--- config.mk ---
export PLATFORM = sky130hd
export DESIGN_NAME = memsel_unit
export DESIGN_NICKNAME = d
export VERILOG_FILES = /design/src/rtl/memsel_pkg.sv /design/src/rtl/memsel_cfg.sv /design/src/rtl/memsel_decode.sv /design/src/rtl/memsel_cycle.sv /design/src/rtl/memsel_unit.sv
export SDC_FILE = /design/constraint.sdc
export NUM_CORES = 1
export LEC_CHECK = 0
export BUFFER_PORTS_ARGS = -buffer_cell sky130_fd_sc_hd__buf_2
export CAP_MARGIN = 10
export CORE_ASPECT_RATIO = 1.4
export CORE_MARGIN = 4
export CORE_UTILIZATION = 55
export DETAILED_ROUTE_END_ITERATION = 12
export GPL_ROUTABILITY_DRIVEN = 0
export MAX_ROUTING_LAYER = met4
export PLACE_DENSITY = 0.84
export SYNTH_ARGS = -nofsm -noshare
export SYNTH_HDL_FRONTEND = slang
export SYNTH_SLANG_ARGS = --single-unit
--- constraint.sdc ---
create_clock -name clk -period 3.5 [get_ports clk]
set_clock_uncertainty 0.05 [all_clocks]
set_input_delay 0.35 -clock clk [delete_from_list [all_inputs] [get_ports clk]]
set_output_delay 0.35 -clock clk [all_outputs]
set_load 0.1 [all_outputs]
--- src/rtl/memsel_pkg.sv ---
package memsel_pkg;

   localparam int CFG_W   = 16;
   localparam int WAIT_W  = 2;
   localparam int SIZE_W  = 2;
   localparam int NSEL    = 6;   // upper, lower, four midrange quarters

   localparam logic [1:0] SEL_TOP  = 2'd0;
   localparam logic [1:0] SEL_BOT  = 2'd1;
   localparam logic [1:0] SEL_MID  = 2'd2;
   localparam logic [1:0] SEL_WIDE = 2'd3;

   localparam int F_SIZE_LO = 0;
   localparam int F_ONE     = 3;
   localparam int F_WAIT_LO = 4;
   localparam int F_RDY     = 6;

   typedef struct packed {
      logic [SIZE_W-1:0] size;
      logic [WAIT_W-1:0] wait_n;
      logic              rdy_req;
   } rgn_cfg_t;

   localparam rgn_cfg_t TOP_RESET = '{size: '0, wait_n: {WAIT_W{1'b1}}, rdy_req: 1'b1};

   function automatic rgn_cfg_t unpack_rgn(input logic [CFG_W-1:0] d);
      rgn_cfg_t r;
      r.size    = d[F_SIZE_LO +: SIZE_W];
      r.wait_n  = d[F_WAIT_LO +: WAIT_W];
      r.rdy_req = d[F_RDY];
      return r;
   endfunction

endpackage

--- src/rtl/memsel_cfg.sv ---
module memsel_cfg
   import memsel_pkg::*;
#(
   parameter int BASE_W = 7
) (
   input  logic                 clk,
   input  logic                 rst_n,
   input  logic                 cfg_we,
   input  logic [1:0]           cfg_sel,
   input  logic [CFG_W-1:0]     cfg_wdata,
   output rgn_cfg_t             top_cfg,
   output rgn_cfg_t             bot_cfg,
   output rgn_cfg_t             mid_cfg,
   output logic                 bot_on,
   output logic                 mid_on,
   output logic                 mid_one,
   output logic [BASE_W-1:0]    mid_base,
   output logic                 bot_wide,
   output logic                 mid_wide
);

   localparam int BASE_LO = CFG_W - BASE_W;

   always_ff @(posedge clk or negedge rst_n) begin
      if (!rst_n) begin
         top_cfg  <= TOP_RESET;
         bot_cfg  <= '0;
         mid_cfg  <= '0;
         bot_on   <= 1'b0;
         mid_on   <= 1'b0;
         mid_one  <= 1'b0;
         mid_base <= '0;
         bot_wide <= 1'b0;
         mid_wide <= 1'b0;
      end else if (cfg_we) begin
         unique case (cfg_sel)
            SEL_TOP: top_cfg <= unpack_rgn(cfg_wdata);
            SEL_BOT: begin
               bot_cfg <= unpack_rgn(cfg_wdata);
               bot_on  <= 1'b1;
            end
            SEL_MID: begin
               mid_cfg  <= unpack_rgn(cfg_wdata);
               mid_on   <= 1'b1;
               mid_one  <= cfg_wdata[F_ONE];
               mid_base <= cfg_wdata[BASE_LO +: BASE_W];
            end
            SEL_WIDE: begin
               bot_wide <= cfg_wdata[0];
               mid_wide <= cfg_wdata[1];
            end
            default: ;
         endcase
      end
   end

endmodule

--- src/rtl/memsel_decode.sv ---
module memsel_decode
   import memsel_pkg::*;
#(
   parameter int ADDR_W       = 20,
   parameter int TOP_MIN_LOG2 = 16,
   parameter int BOT_MIN_LOG2 = 16,
   parameter int MID_MIN_LOG2 = 13
) (
   input  logic [ADDR_W-1:0]               addr,
   input  rgn_cfg_t                        top_cfg,
   input  rgn_cfg_t                        bot_cfg,
   input  rgn_cfg_t                        mid_cfg,
   input  logic                            bot_on,
   input  logic                            mid_on,
   input  logic                            mid_one,
   input  logic [ADDR_W-MID_MIN_LOG2-1:0]  mid_base,
   output logic [NSEL-1:0]                 hit_vec,
   output logic [WAIT_W-1:0]               wait_m,
   output logic                            req_m
);

   localparam int NRGN = 3;
   localparam logic [ADDR_W-1:0] ONES = {ADDR_W{1'b1}};

   logic [ADDR_W-1:0] top_mask, bot_mask, mid_mask, mid_full;
   logic              top_hit, bot_hit, mid_hit;
   logic [1:0]        quarter;
   logic [ADDR_W-1:0] shifted;
   logic [3:0]        mid_q;
   logic [NRGN-1:0]   rhit;
   rgn_cfg_t          rcfg [NRGN];

   always_comb begin
      top_mask = ONES << (TOP_MIN_LOG2 + int'(top_cfg.size));
      bot_mask = ONES << (BOT_MIN_LOG2 + int'(bot_cfg.size));
      mid_mask = ONES << (MID_MIN_LOG2 + int'(mid_cfg.size));
      mid_full = {mid_base, {MID_MIN_LOG2{1'b0}}};
      top_hit  = (addr & top_mask) == top_mask;
      bot_hit  = bot_on && ((addr & bot_mask) == '0);
      mid_hit  = mid_on && (((addr ^ mid_full) & mid_mask) == '0);
      shifted  = addr >> (MID_MIN_LOG2 - 2 + int'(mid_cfg.size));
      quarter  = mid_one ? 2'd0 : shifted[1:0];
   end

   for (genvar q = 0; q < 4; q++) begin : g_quarter
      assign mid_q[q] = mid_hit && (quarter == 2'(q));
   end

   // select priority: upper, then lower, then midrange
   assign hit_vec = {top_hit,
                     bot_hit & ~top_hit,
                     mid_q & {4{~top_hit & ~bot_hit}}};

   assign rhit = {mid_hit, bot_hit, top_hit};
   assign rcfg[0] = top_cfg;
   assign rcfg[1] = bot_cfg;
   assign rcfg[2] = mid_cfg;

   // every matching region constrains timing, whichever select wins
   always_comb begin
      wait_m = '0;
      req_m  = 1'b0;
      for (int i = 0; i < NRGN; i++) begin
         if (rhit[i]) begin
            if (rcfg[i].wait_n > wait_m) wait_m = rcfg[i].wait_n;
            req_m = req_m | rcfg[i].rdy_req;
         end
      end
   end

endmodule

--- src/rtl/memsel_cycle.sv ---
module memsel_cycle
   import memsel_pkg::*;
(
   input  logic              clk,
   input  logic              rst_n,
   input  logic              start,
   input  logic [NSEL-1:0]   hit_vec,
   input  logic [WAIT_W-1:0] wait_in,
   input  logic              req_in,
   input  logic              rdy_in,
   output logic [NSEL-1:0]   cs_n,
   output logic [WAIT_W-1:0] cyc_wait,
   output logic              cyc_rdy_req,
   output logic              cyc_done,
   output logic              busy
);

   typedef enum logic {ST_IDLE, ST_ACTIVE} cyc_state_t;

   cyc_state_t        state;
   logic [WAIT_W-1:0] cnt;

   assign busy     = (state == ST_ACTIVE);
   assign cyc_done = busy && (cnt == '0) && (!cyc_rdy_req || rdy_in);

   always_ff @(posedge clk or negedge rst_n) begin
      if (!rst_n) begin
         state       <= ST_IDLE;
         cnt         <= '0;
         cs_n        <= '1;
         cyc_wait    <= '0;
         cyc_rdy_req <= 1'b0;
      end else begin
         unique case (state)
            ST_IDLE: if (start) begin
               state       <= ST_ACTIVE;
               cnt         <= wait_in;
               cyc_wait    <= wait_in;
               cyc_rdy_req <= req_in;
               cs_n        <= ~hit_vec;
            end
            ST_ACTIVE: begin
               if (cyc_done) begin
                  state <= ST_IDLE;
                  cs_n  <= '1;
               end else if (cnt != '0) begin
                  cnt <= cnt - 1'b1;
               end
            end
            default: state <= ST_IDLE;
         endcase
      end
   end

endmodule

--- src/rtl/memsel_unit.sv ---
module memsel_unit
   import memsel_pkg::*;
#(
   parameter int ADDR_W       = 20,
   parameter int TOP_MIN_LOG2 = 16,
   parameter int BOT_MIN_LOG2 = 16,
   parameter int MID_MIN_LOG2 = 13
) (
   input  logic              clk,
   input  logic              rst_n,
   input  logic              cfg_we,
   input  logic [1:0]        cfg_sel,
   input  logic [15:0]       cfg_wdata,
   input  logic              cyc_start,
   input  logic [ADDR_W-1:0] cyc_addr,
   input  logic              rdy_in,
   output logic              top_cs_n,
   output logic              bot_cs_n,
   output logic [3:0]        mid_cs_n,
   output logic [1:0]        cyc_wait,
   output logic              cyc_rdy_req,
   output logic              cyc_done,
   output logic              bot_wide,
   output logic              mid_wide
);

   localparam int BASE_W   = ADDR_W - MID_MIN_LOG2;
   localparam int MAX_SIZE = (1 << SIZE_W) - 1;

   if (TOP_MIN_LOG2 + MAX_SIZE > ADDR_W) begin : g_bad_top
      $error("upper region can exceed the address space");
   end
   if (BOT_MIN_LOG2 + MAX_SIZE > ADDR_W) begin : g_bad_bot
      $error("lower region can exceed the address space");
   end
   if (MID_MIN_LOG2 < 2 || MID_MIN_LOG2 + MAX_SIZE > ADDR_W) begin : g_bad_mid
      $error("midrange block size out of range");
   end
   if (BASE_W > CFG_W - 8) begin : g_bad_base
      $error("midrange base field overlaps control bits");
   end

   rgn_cfg_t          top_cfg, bot_cfg, mid_cfg;
   logic              bot_on, mid_on, mid_one;
   logic [BASE_W-1:0] mid_base;
   logic [NSEL-1:0]   hit_vec, cs_n;
   logic [WAIT_W-1:0] wait_m;
   logic              req_m, busy;

   memsel_cfg #(.BASE_W(BASE_W)) u_cfg (
      .clk, .rst_n, .cfg_we, .cfg_sel, .cfg_wdata,
      .top_cfg, .bot_cfg, .mid_cfg, .bot_on, .mid_on, .mid_one, .mid_base,
      .bot_wide, .mid_wide
   );

   memsel_decode #(
      .ADDR_W(ADDR_W), .TOP_MIN_LOG2(TOP_MIN_LOG2),
      .BOT_MIN_LOG2(BOT_MIN_LOG2), .MID_MIN_LOG2(MID_MIN_LOG2)
   ) u_dec (
      .addr(cyc_addr), .top_cfg, .bot_cfg, .mid_cfg, .bot_on, .mid_on,
      .mid_one, .mid_base, .hit_vec, .wait_m, .req_m
   );

   memsel_cycle u_cyc (
      .clk, .rst_n, .start(cyc_start), .hit_vec, .wait_in(wait_m),
      .req_in(req_m), .rdy_in, .cs_n, .cyc_wait, .cyc_rdy_req, .cyc_done,
      .busy
   );

   assign top_cs_n = cs_n[5];
   assign bot_cs_n = cs_n[4];
   assign mid_cs_n = cs_n[3:0];

endmodule

After elaboration in Yosys (flattened, before gate mapping)
Cells that the tools add are included.
{"block": "op_classes", "add_sub_neg": 5, "n_lt_le_gt_ge": 3, "eq_ne": 11, "shifts": 4, "n_mux": 20, "n_bitwise": 13, "n_reduce_logical": 23}
{"op": "<< shifter 20 x 32 -> 20 bit, first input constant", "count": 3}
{"op": "bitwise AND 20 bit", "count": 3}
{"op": "logical NOT 20 bit", "count": 2}
{"op": ">> shifter 20 x 32 -> 2 bit", "count": 1}
{"op": "== test 20 bit", "count": 1}
{"op": "two-way mux 2 bit", "count": 10}
{"op": "bitwise XOR 20 bit", "count": 1}
{"op": "adder 5 x 2 -> 6 bit, first input constant", "count": 2}
{"op": "two-way mux 6 bit", "count": 2}
{"op": "case mux 6 bit (2 select lines)", "count": 1}
{"op": "AND reduction 2 bit", "count": 6}
{"op": "adder 4 x 2 -> 5 bit, first input constant", "count": 2}
{"op": "== test 2 bit, second input constant", "count": 4}
{"op": "logical AND 1 bit", "count": 8}
{"op": "inequality test 2 bit, second input constant", "count": 4}
{"op": "logical NOT 2 bit", "count": 3}
{"op": "NOT 6 bit", "count": 1}
{"op": "two-way mux 1 bit", "count": 5}
{"op": "bitwise AND 4 bit", "count": 1}
{"op": "== test 2 x 1 -> 1 bit, second input constant", "count": 2}
{"op": "greater-than comparator 2 bit", "count": 2}
{"op": "case mux 2 bit (2 select lines)", "count": 1}
{"op": "NOT 1 bit", "count": 3}
{"op": "AND reduction 3 bit", "count": 1}
{"op": "8 further kinds", "count": 10}
{"block": "word_totals", "ff_bits": 39, "input_bits": 43, "out_inout_bits": 12}

Logic depth before layout (Yosys ltp)
Gate-level depths: netlist (run 1).
{"block": "logic_depth", "depth_word": 13, "ltp_mapped": 13, "ltp_nobuf": 13}

Cells and area by module
Synthesis (run 1) repeated with hierarchy kept, for this count alone.
{"block": "unflattened", "hier_cells": 167, "hier_area_um2": 2115.8}
{"mod": "memsel_cfg", "instances": 1, "cells_each": 59, "area_per_inst_um2": 1073.5, "seq_area_each_um2": 679.4}
{"mod": "memsel_cycle", "instances": 1, "cells_each": 41, "area_per_inst_um2": 538.0, "seq_area_each_um2": 307.8}
{"mod": "memsel_decode", "instances": 1, "cells_each": 67, "area_per_inst_um2": 504.2, "seq_area_each_um2": 0.0}

Worst setup path before layout (run 1)
No wires, ideal clock.
{"block": "synth_path", "path_type": "reg2reg", "startpoint": "register u_cyc.cyc_rdy_req", "endpoint": "register u_cyc.cs_n[1]", "setup_ns": 0.083, "arrival_time_ns": 2.995, "required_time_ns": 3.367, "slack_ns": 0.372, "path_stages_with_launch": 5, "n_path_buf": 0, "synth_period_minus_slack_ns": 3.128, "cell_sequence": "dfrtp_1 -> a21oi_1 -> nand2b_1 -> nor2_1 -> a41oi_1"}
{"block": "synth_via", "elab_chain_cells": 5}
{"element": "start: declaration", "line": "memsel_cycle.sv:13", "text": "output logic cyc_rdy_req,"}
{"element": "start signal: assignment", "line": "memsel_cycle.sv:39", "text": "cyc_rdy_req <= req_in;"}
{"element": "logical NOT 1 bit", "line": "memsel_cycle.sv:24", "text": "assign cyc_done = busy && (cnt == '0) && (!cyc_rdy_req || rdy_in);"}
{"element": "logical OR 1 bit", "line": "memsel_cycle.sv:24"}
{"element": "logical AND 1 bit", "line": "memsel_cycle.sv:24"}
{"element": "net cyc_done", "line": "memsel_unit.sv:22", "text": "output logic cyc_done,"}
{"element": "inequality test 2 bit (no source line)"}
{"element": "AND reduction 2 bit (no source line)"}
{"element": "end signal: assignment", "line": "memsel_cycle.sv:40", "text": "cs_n <= ~hit_vec;"}
{"element": "end: declaration", "line": "memsel_cycle.sv:11", "text": "output logic [NSEL-1:0] cs_n,"}
The timed path passes the listed nets, and every way through them passes these cells.
A chain may end at the register's enable or synchronous reset.

Worst setup path in the final report (run 1)
{"block": "layout_path", "startpoint": "register u_cfg.top_cfg[4] (netlist name)", "endpoint": "register u_cyc.cyc_wait[0]"}
{"block": "layout_via", "elab_chain_cells": 11}
{"element": "adder 5 x 2 -> 6 bit *", "line": "memsel_decode.sv:34", "text": "top_mask = ONES << (TOP_MIN_LOG2 + int'(top_cfg.size));"}
{"element": "<< shifter 20 x 32 -> 20 bit *", "line": "memsel_decode.sv:34"}
{"element": "bitwise AND 20 bit", "line": "memsel_decode.sv:38", "text": "top_hit = (addr & top_mask) == top_mask;"}
{"element": "== test 20 bit *", "line": "memsel_decode.sv:38"}
{"element": "two-way mux 2 bit *", "line": "memsel_decode.sv:64", "text": "if (rhit[i]) begin"}
{"element": "greater-than comparator 2 bit", "line": "memsel_decode.sv:65", "text": "if (rcfg[i].wait_n > wait_m) wait_m = rcfg[i].wait_n;"}
{"element": "two-way mux 2 bit", "line": "memsel_decode.sv:65"}
{"element": "two-way mux 2 bit *", "line": "memsel_decode.sv:64"}
{"element": "greater-than comparator 2 bit", "line": "memsel_decode.sv:65"}
{"element": "two-way mux 2 bit", "line": "memsel_decode.sv:65"}
{"element": "two-way mux 2 bit *", "line": "memsel_decode.sv:64"}
{"element": "end signal: assignment", "line": "memsel_cycle.sv:38", "text": "cyc_wait <= wait_in;"}
{"element": "end: declaration", "line": "memsel_cycle.sv:12", "text": "output logic [WAIT_W-1:0] cyc_wait,"}
Mark *: on every way between the ends. The rest lies on a longest branch, timed or not.

==> impl_metrics.toml, run 1 <==
[outcome]
status = "finished clean"

[route]
routed_wl_mm = 3.83
firstDrtPassIters = 4
dr_total_vias = 1422
drt-initial-drc-count = 73
drcViolationCount = 0
wl_per_cell_um = 15.1
via_per_inst = 5.60
ant_nets = 0

[run]
drv_cap = 0

[global_route]
track_usage = 0.191
busiest_layer = "met2"
use_met2 = 0.320
grt_pass1_vias = 1477
gr-usage-met1 = 0.203
grt_max_degree = 40
grt_pass1_wl_mm = 6.32
antenna_found_initial = 0
grt_overflow_total = 0
met3_usage = 0.0510

[critical_path]
endpoint_kind = "register"
worstSetupStartpoint = "u_cfg.top_cfg[4]"
required_ns = 3.64
timing.rr.start = "u_cfg.top_cfg[4]"
critical_path_class = "register to register"
cp_max_fo = 5
cp-start-kind = "register"
cp_data_arrival_time_ns = 2.81

[worst_hold_path]
min_path_type = "primary input to asynchronous set/reset pin"

[timing]
hold_viol_final = 0
timing.final.crit_share = 0.762
finalMaxSlewViolations = 0
relSlewSlack = 0.450
tightestPinTransition_ns = 0.824
clock.fmax_mhz = 375
post-route-min-period_ns = 2.67
setup_viol = 0
rsz0062_at_grt = "false"
tns_ns = 0

[final_layout]
final_nets = 262
antennaDiodeCount = 0
design_area_mm2 = 0.00227
filler_cell_count = 280
syn_to_final_growth_pct = 16.6
layout-drive-gt1-share = 0.393

[clocking]
cts_hold_buf = 0
cts_tree = "built"
ctsLongestPathBuffers = 2
cts_setup_buffers = 0
htree_levels = 2
clk_pin_slew_worst_paths_ns = 0.07
cts.sinks = 39
cts_resized = 0
clkLatencyLatePin_ns = 0.29
cts-root-buf = "clkbuf_8"
numCtsBuffers = 5

[synth]
seq_area_frac_synth = 0.506
synth-edff-count = 0
yosysTopAreaCell = "dfrtp_1"
synth_area_leaders = "dfrtp_1, mux2_2, dfstp_2"
ys.flop_type = "dfrtp_1"
async_flop_share = 1.00
synth_nets = 217
netlist.area_leader.share = 0.385
synthTopCellsByCount = "dfrtp_1, mux2_2, nor2_1, inv_1, a21oi_1"
syn_area_mm2 = 0.00195
synth_cell_type_count = 37
yosysMostFrequentCell = "dfrtp_1"
ys_warn_count = 0
avgSynthCellArea_um2 = 11.6
ys_ff_latch = 39
synthCells = 168

[floorplan]
core_region_area_mm2 = 0.00341
die_h_um = 78.4
initial_core_util = 0.572
rows = 25
die_w_um = 58.3
dieArea_mm2 = 0.00457
pin_count = 55

[placement]
dp_hpwl_mm = 3.01
numPortBuffers = 40
place_area_mm2 = 0.00219

[power]
ir_worst_vdd_mv = 0.692
powerDensity_mw_per_mm2 = 688
p_leak_nw = 1.03
[worst max-delay path, cell delays in order, from the launching register on]
cell and delay (ns):
dfrtp_1 0.39, o21a_1 0.21, o211a_1 0.27, nand2_1 0.11
ha_1 0.14, inv_1 0.04, o211ai_1 0.08, a2bb2oi_1 0.29
ha_1 0.30, nor2_1 0.10, nor2_1 0.05, a21oi_1 0.15
a21oi_1 0.12, o31ai_1 0.27
[per-layer routing]
metal	up-vias	share of wire
met4	0	0.021
met2	37	0.53
met5	-	0
li1	688	-
met1	688	0.40
met3	9	0.052
[power by group]
part / internal (mW) / switching (mW)
combinational: 0.192 / 0.452
sequential: 0.561 / 0.0713
clock: 0.140 / 0.147
[logic make-up after synthesis]
family | synth area share
XOR/XNOR | 0.0315
AND/OR/NAND/NOR | 0.107
buffers and inverters | 0.0250
flip-flops | 0.506
AO/OA/AOI/OAI | 0.113
multiplexers | 0.179
adder cells (fa/ha/maj) | 0.0385
[path summary, 6_finish.rpt]
check	cells past startpoint	to	slack, ns
worst max register to register	13	u_cyc.cyc_wait[0]	0.83
worst min-delay path	1	u_cyc.cyc_wait[1]	0.10
worst min register to register	1	u_cfg.bot_on	0.41
worst max-delay path	13	u_cyc.cyc_wait[0]	0.83
max in group asynchronous	1	u_cfg.mid_wide	2.77
min in group clk	2	u_cfg.mid_base[5]	0.24
[state kept, by name, indices dropped and copies added, names as in the netlist]
register / count
u_cfg.top_cfg: 5
u_cfg.mid_wide: 1
u_cfg.bot_on: 1
u_cyc.cs_n: 6
u_cfg.bot_wide: 1
u_cyc.cyc_wait: 2
u_cfg.mid_cfg: 5
u_cfg.mid_on: 1
u_cfg.bot_cfg: 5
u_cfg.mid_one: 1
u_cyc.cyc_rdy_req: 1
u_cyc.cnt: 2
u_cyc.busy: 1
u_cfg.mid_base: 7
[placed cells by master (no fill, tap or decap), types with 2 or more instances in the layout]
cell,n
a21o_1,2
a21oi_1,10
buf_2,40
clkbuf_1,2
clkbuf_8,5
dfrtp_1,30
dfstp_2,9
ha_1,6
inv_1,11
mux2_2,25
mux4_1,2
nand2_1,7
nand2b_1,5
nand3_1,3
nand3b_1,2
nor2_1,16
nor2b_1,2
nor3_1,2
nor4_1,2
o21ai_0,5
o21bai_1,2
o31ai_1,3
xnor2_1,6
[metrics by stage]
stage / setup slack [ns] / instances / total power [mW] / hold slack, ns / util
floorplan: 0.372 / 168 / 1.15 / 0.00441 / -
global placement: 0.883 / 246 / 1.26 / 0.392 / 0.643
detailed placement: 0.759 / 246 / 1.29 / 0.396 / 0.643
CTS: 0.812 / 254 / 1.58 / 0.125 / 0.667
global route: 0.609 / 254 / 1.65 / 0.173 / 0.667
finish: 0.834 / 254 / 1.56 / 0.103 / 0.667
[final cells by class]
cell class / instances / area, µm² / share of cell area
multi-input cells: 116 / 913 / 0.402
clock inverters: 1 / 5.00 / 0.00220
repair buffers: 40 / 200 / 0.0881
clock buffers: 7 / 76.3 / 0.0336
flip-flops and latches: 39 / 987 / 0.434
well taps: 40 / 50.0 / 0.0220
inverters: 11 / 41.3 / 0.0182
No activity file was read; power rests on OpenSTA's default activity.
==> inputs of run 2 (changes only) <==
- CORE_UTILIZATION: 55 -> 46
- PLACE_DENSITY: 0.84 -> 0.75
- clock period: 3.5 -> 2.4 ns (I/O delays scaled with it)
==> run 2 against run 1 <==
  * The run now ends with hold timing left
  * First-iteration DRC count fell by 32%
  * Register-to-register slack got worse by 0.83 ns
  * Cell count rose by 6.7%
  * Worst hold slack got worse by 0.11 ns
  * Worst setup slack worse by 0.83 ns
  * Count of clock-buffer cells in the layout is 1 higher
  * Die area up 17%
  * Global-route usage down 2.5 points
  * Sequential power rose by 46%
  * Utilization decreased by 5.1 points
  * Critical endpoint is now u_cyc.cnt[0]
  * Highest routed layer unchanged
==> impl_metrics.toml, run 2 (synthesis gave the netlist of run 1 again) <==
[floorplan]
pin_count = 55
rows = 27
core_region_area_mm2 = 0.00402
die_w_um = 63.0
die_h_um = 85.0
dieArea_mm2 = 0.00536
initial_core_util = 0.485

[final_layout]
antennaDiodeCount = 0
layout_common_cells = "buf_2, dfrtp_1, mux2_2"
layout_commonest_cell = "buf_2"
filler_cell_count = 336
regArea_um2 = 987
largest_reg_flops = 7
final_nets = 276
multi_input_area_um2 = 988
layout-drive-gt1-share = 0.487
syn_to_final_growth_pct = 27.0
largest_register = "u_cfg.mid_base"
reg_top3 = "u_cfg.mid_base: 7 flops, u_cyc.cs_n: 6 flops"

[clocking]
cts_hold_buf = 0
htree_levels = 2
cts.sinks = 39
clk_pin_slew_worst_paths_ns = 0.07
numCtsBuffers = 5
ctsLongestPathBuffers = 2
clkLatencyLatePin_ns = 0.29
cts_tree = "built"
cts-root-buf = "clkbuf_8"

[critical_path]
cp-start-kind = "register"
crit_chain = "o21a_1, o211a_1, nand2_2, ha_4, inv_2, o211ai_1, a2bb2oi_2, ha_1, nor2_1, nor2_1, a21oi_2, a21oi_2, o31ai_2"
required_ns = 2.55
cp_max_fo = 3
critPathSlowestCell = "dfrtp_1"
slowest_delay_ns = 0.39
reg2reg_depth = 13
endpoint_kind = "register"
critical_path_class = "register to register"
cp_data_arrival_time_ns = 2.55

[route]
routed_wl_mm = 4.02
wl_per_cell_um = 14.8
dr_total_vias = 1464
drcViolationCount = 0
drt-initial-drc-count = 50
ant_nets = 0
firstDrtPassIters = 4
via_per_inst = 5.40

[power]
switching_share = 0.420
powerDensity_mw_per_mm2 = 988
p_int_mw = 1.42
comb_power_share = 0.424
p_leak_nw = 1.12
pwr-share-seq = 0.378
ir_worst_vdd_mv = 0.582
pwr-share-clk = 0.198
p_sw_mw = 1.03
power_mw = 2.45

[timing]
hold_viol_final = 6
finalMaxSlewViolations = 0
setup_viol = 0
relSlewSlack = 0.445
whs_ns = -0.00657
clock.fmax_mhz = 418
rsz0062_at_grt = "true"
worst_slack_ns = 0.00738
post-route-min-period_ns = 2.39
tns_ns = 0
timing.final.crit_share = 0.997
tightestPinTransition_ns = 0.833

[global_route]
antenna_found_initial = 0
grt_max_degree = 40
track_usage = 0.166
grt_pass1_vias = 1542
grt_overflow_total = 0
grt_pass1_wl_mm = 6.78

[placement]
place_ws_ns = -0.200
numPortBuffers = 40
dp_hpwl_mm = 2.98

[outcome]
status = "complete, but fails checks"
violations = "hold timing"

[worst_hold_path]
min_path_type = "primary input to asynchronous set/reset pin"

[run]
drv_cap = 0
run 2: area by class of cell:
cell class                 instances  area share
multi-input combinational        116       0.399
clock buffer                       8      0.0404
inverter                          11      0.0167
timing repair buffer              54       0.123
sequential                        39       0.399
tap                               43      0.0217
run 2: worst max-delay path, delay by kind of cell (launching register included):
kind | cells | cell delay [ns]
adder cells (fa/ha/maj) | 2 | 0.40
AND/OR/NAND/NOR | 3 | 0.26
buffers and inverters | 1 | 0.03
AO/OA/AOI/OAI | 7 | 1.16
flip-flops | 1 | 0.39
run 2: metrics by stage:
step,area (µm²),util,cells
finish,2480,0.616,271
global route,2480,0.616,271
CTS,2430,0.605,270
detailed placement,2300,0.571,261
global placement,2300,0.571,261
floorplan,1960,-,168
run 2: worst paths after layout:
kind | end | slack [ns] | startpoint
setup / recovery | u_cyc.cnt[0] | 0.007 | u_cfg.top_cfg[4]
hold / removal | u_cyc.cyc_wait[0] | -0.007 | rst_n
setup reg to reg | u_cyc.cnt[0] | 0.007 | u_cfg.top_cfg[4]
hold reg to reg | u_cfg.bot_on | 0.42 | u_cfg.bot_on
max in group asynchronous | u_cfg.mid_base[1] | 1.78 | rst_n
min in group clk | u_cfg.mid_base[6] | 0.12 | cfg_wdata[15]
run 2: repair_timing:
action,in CTS,in global routing
buffers inserted,1,1
pin swaps,9,7
endpoints found under the setup margin,2,2
gates resized for setup,7,7
run 2: power groups by stage:
stage | sequential, mW | combinational (mW) | clock (mW)
after global routing | 0.950 | 1.12 | 0.530
after global placement | 0.930 | 0.959 | 0
after CTS | 0.927 | 1.00 | 0.495
after floorplan | 1.24 | 0.451 | 0
after detailed placement | 0.938 | 0.980 | 0
final | 0.925 | 1.04 | 0.484
run 2: per-layer routing:
layer  part of all wire  track usage  vias to the layer above
li1                   -            -                      716
met1               0.40        0.181                      708
met2               0.54        0.291                       35
met3              0.046       0.0411                        5
met4              0.016       0.0602                        0
met5                  0            -                        -
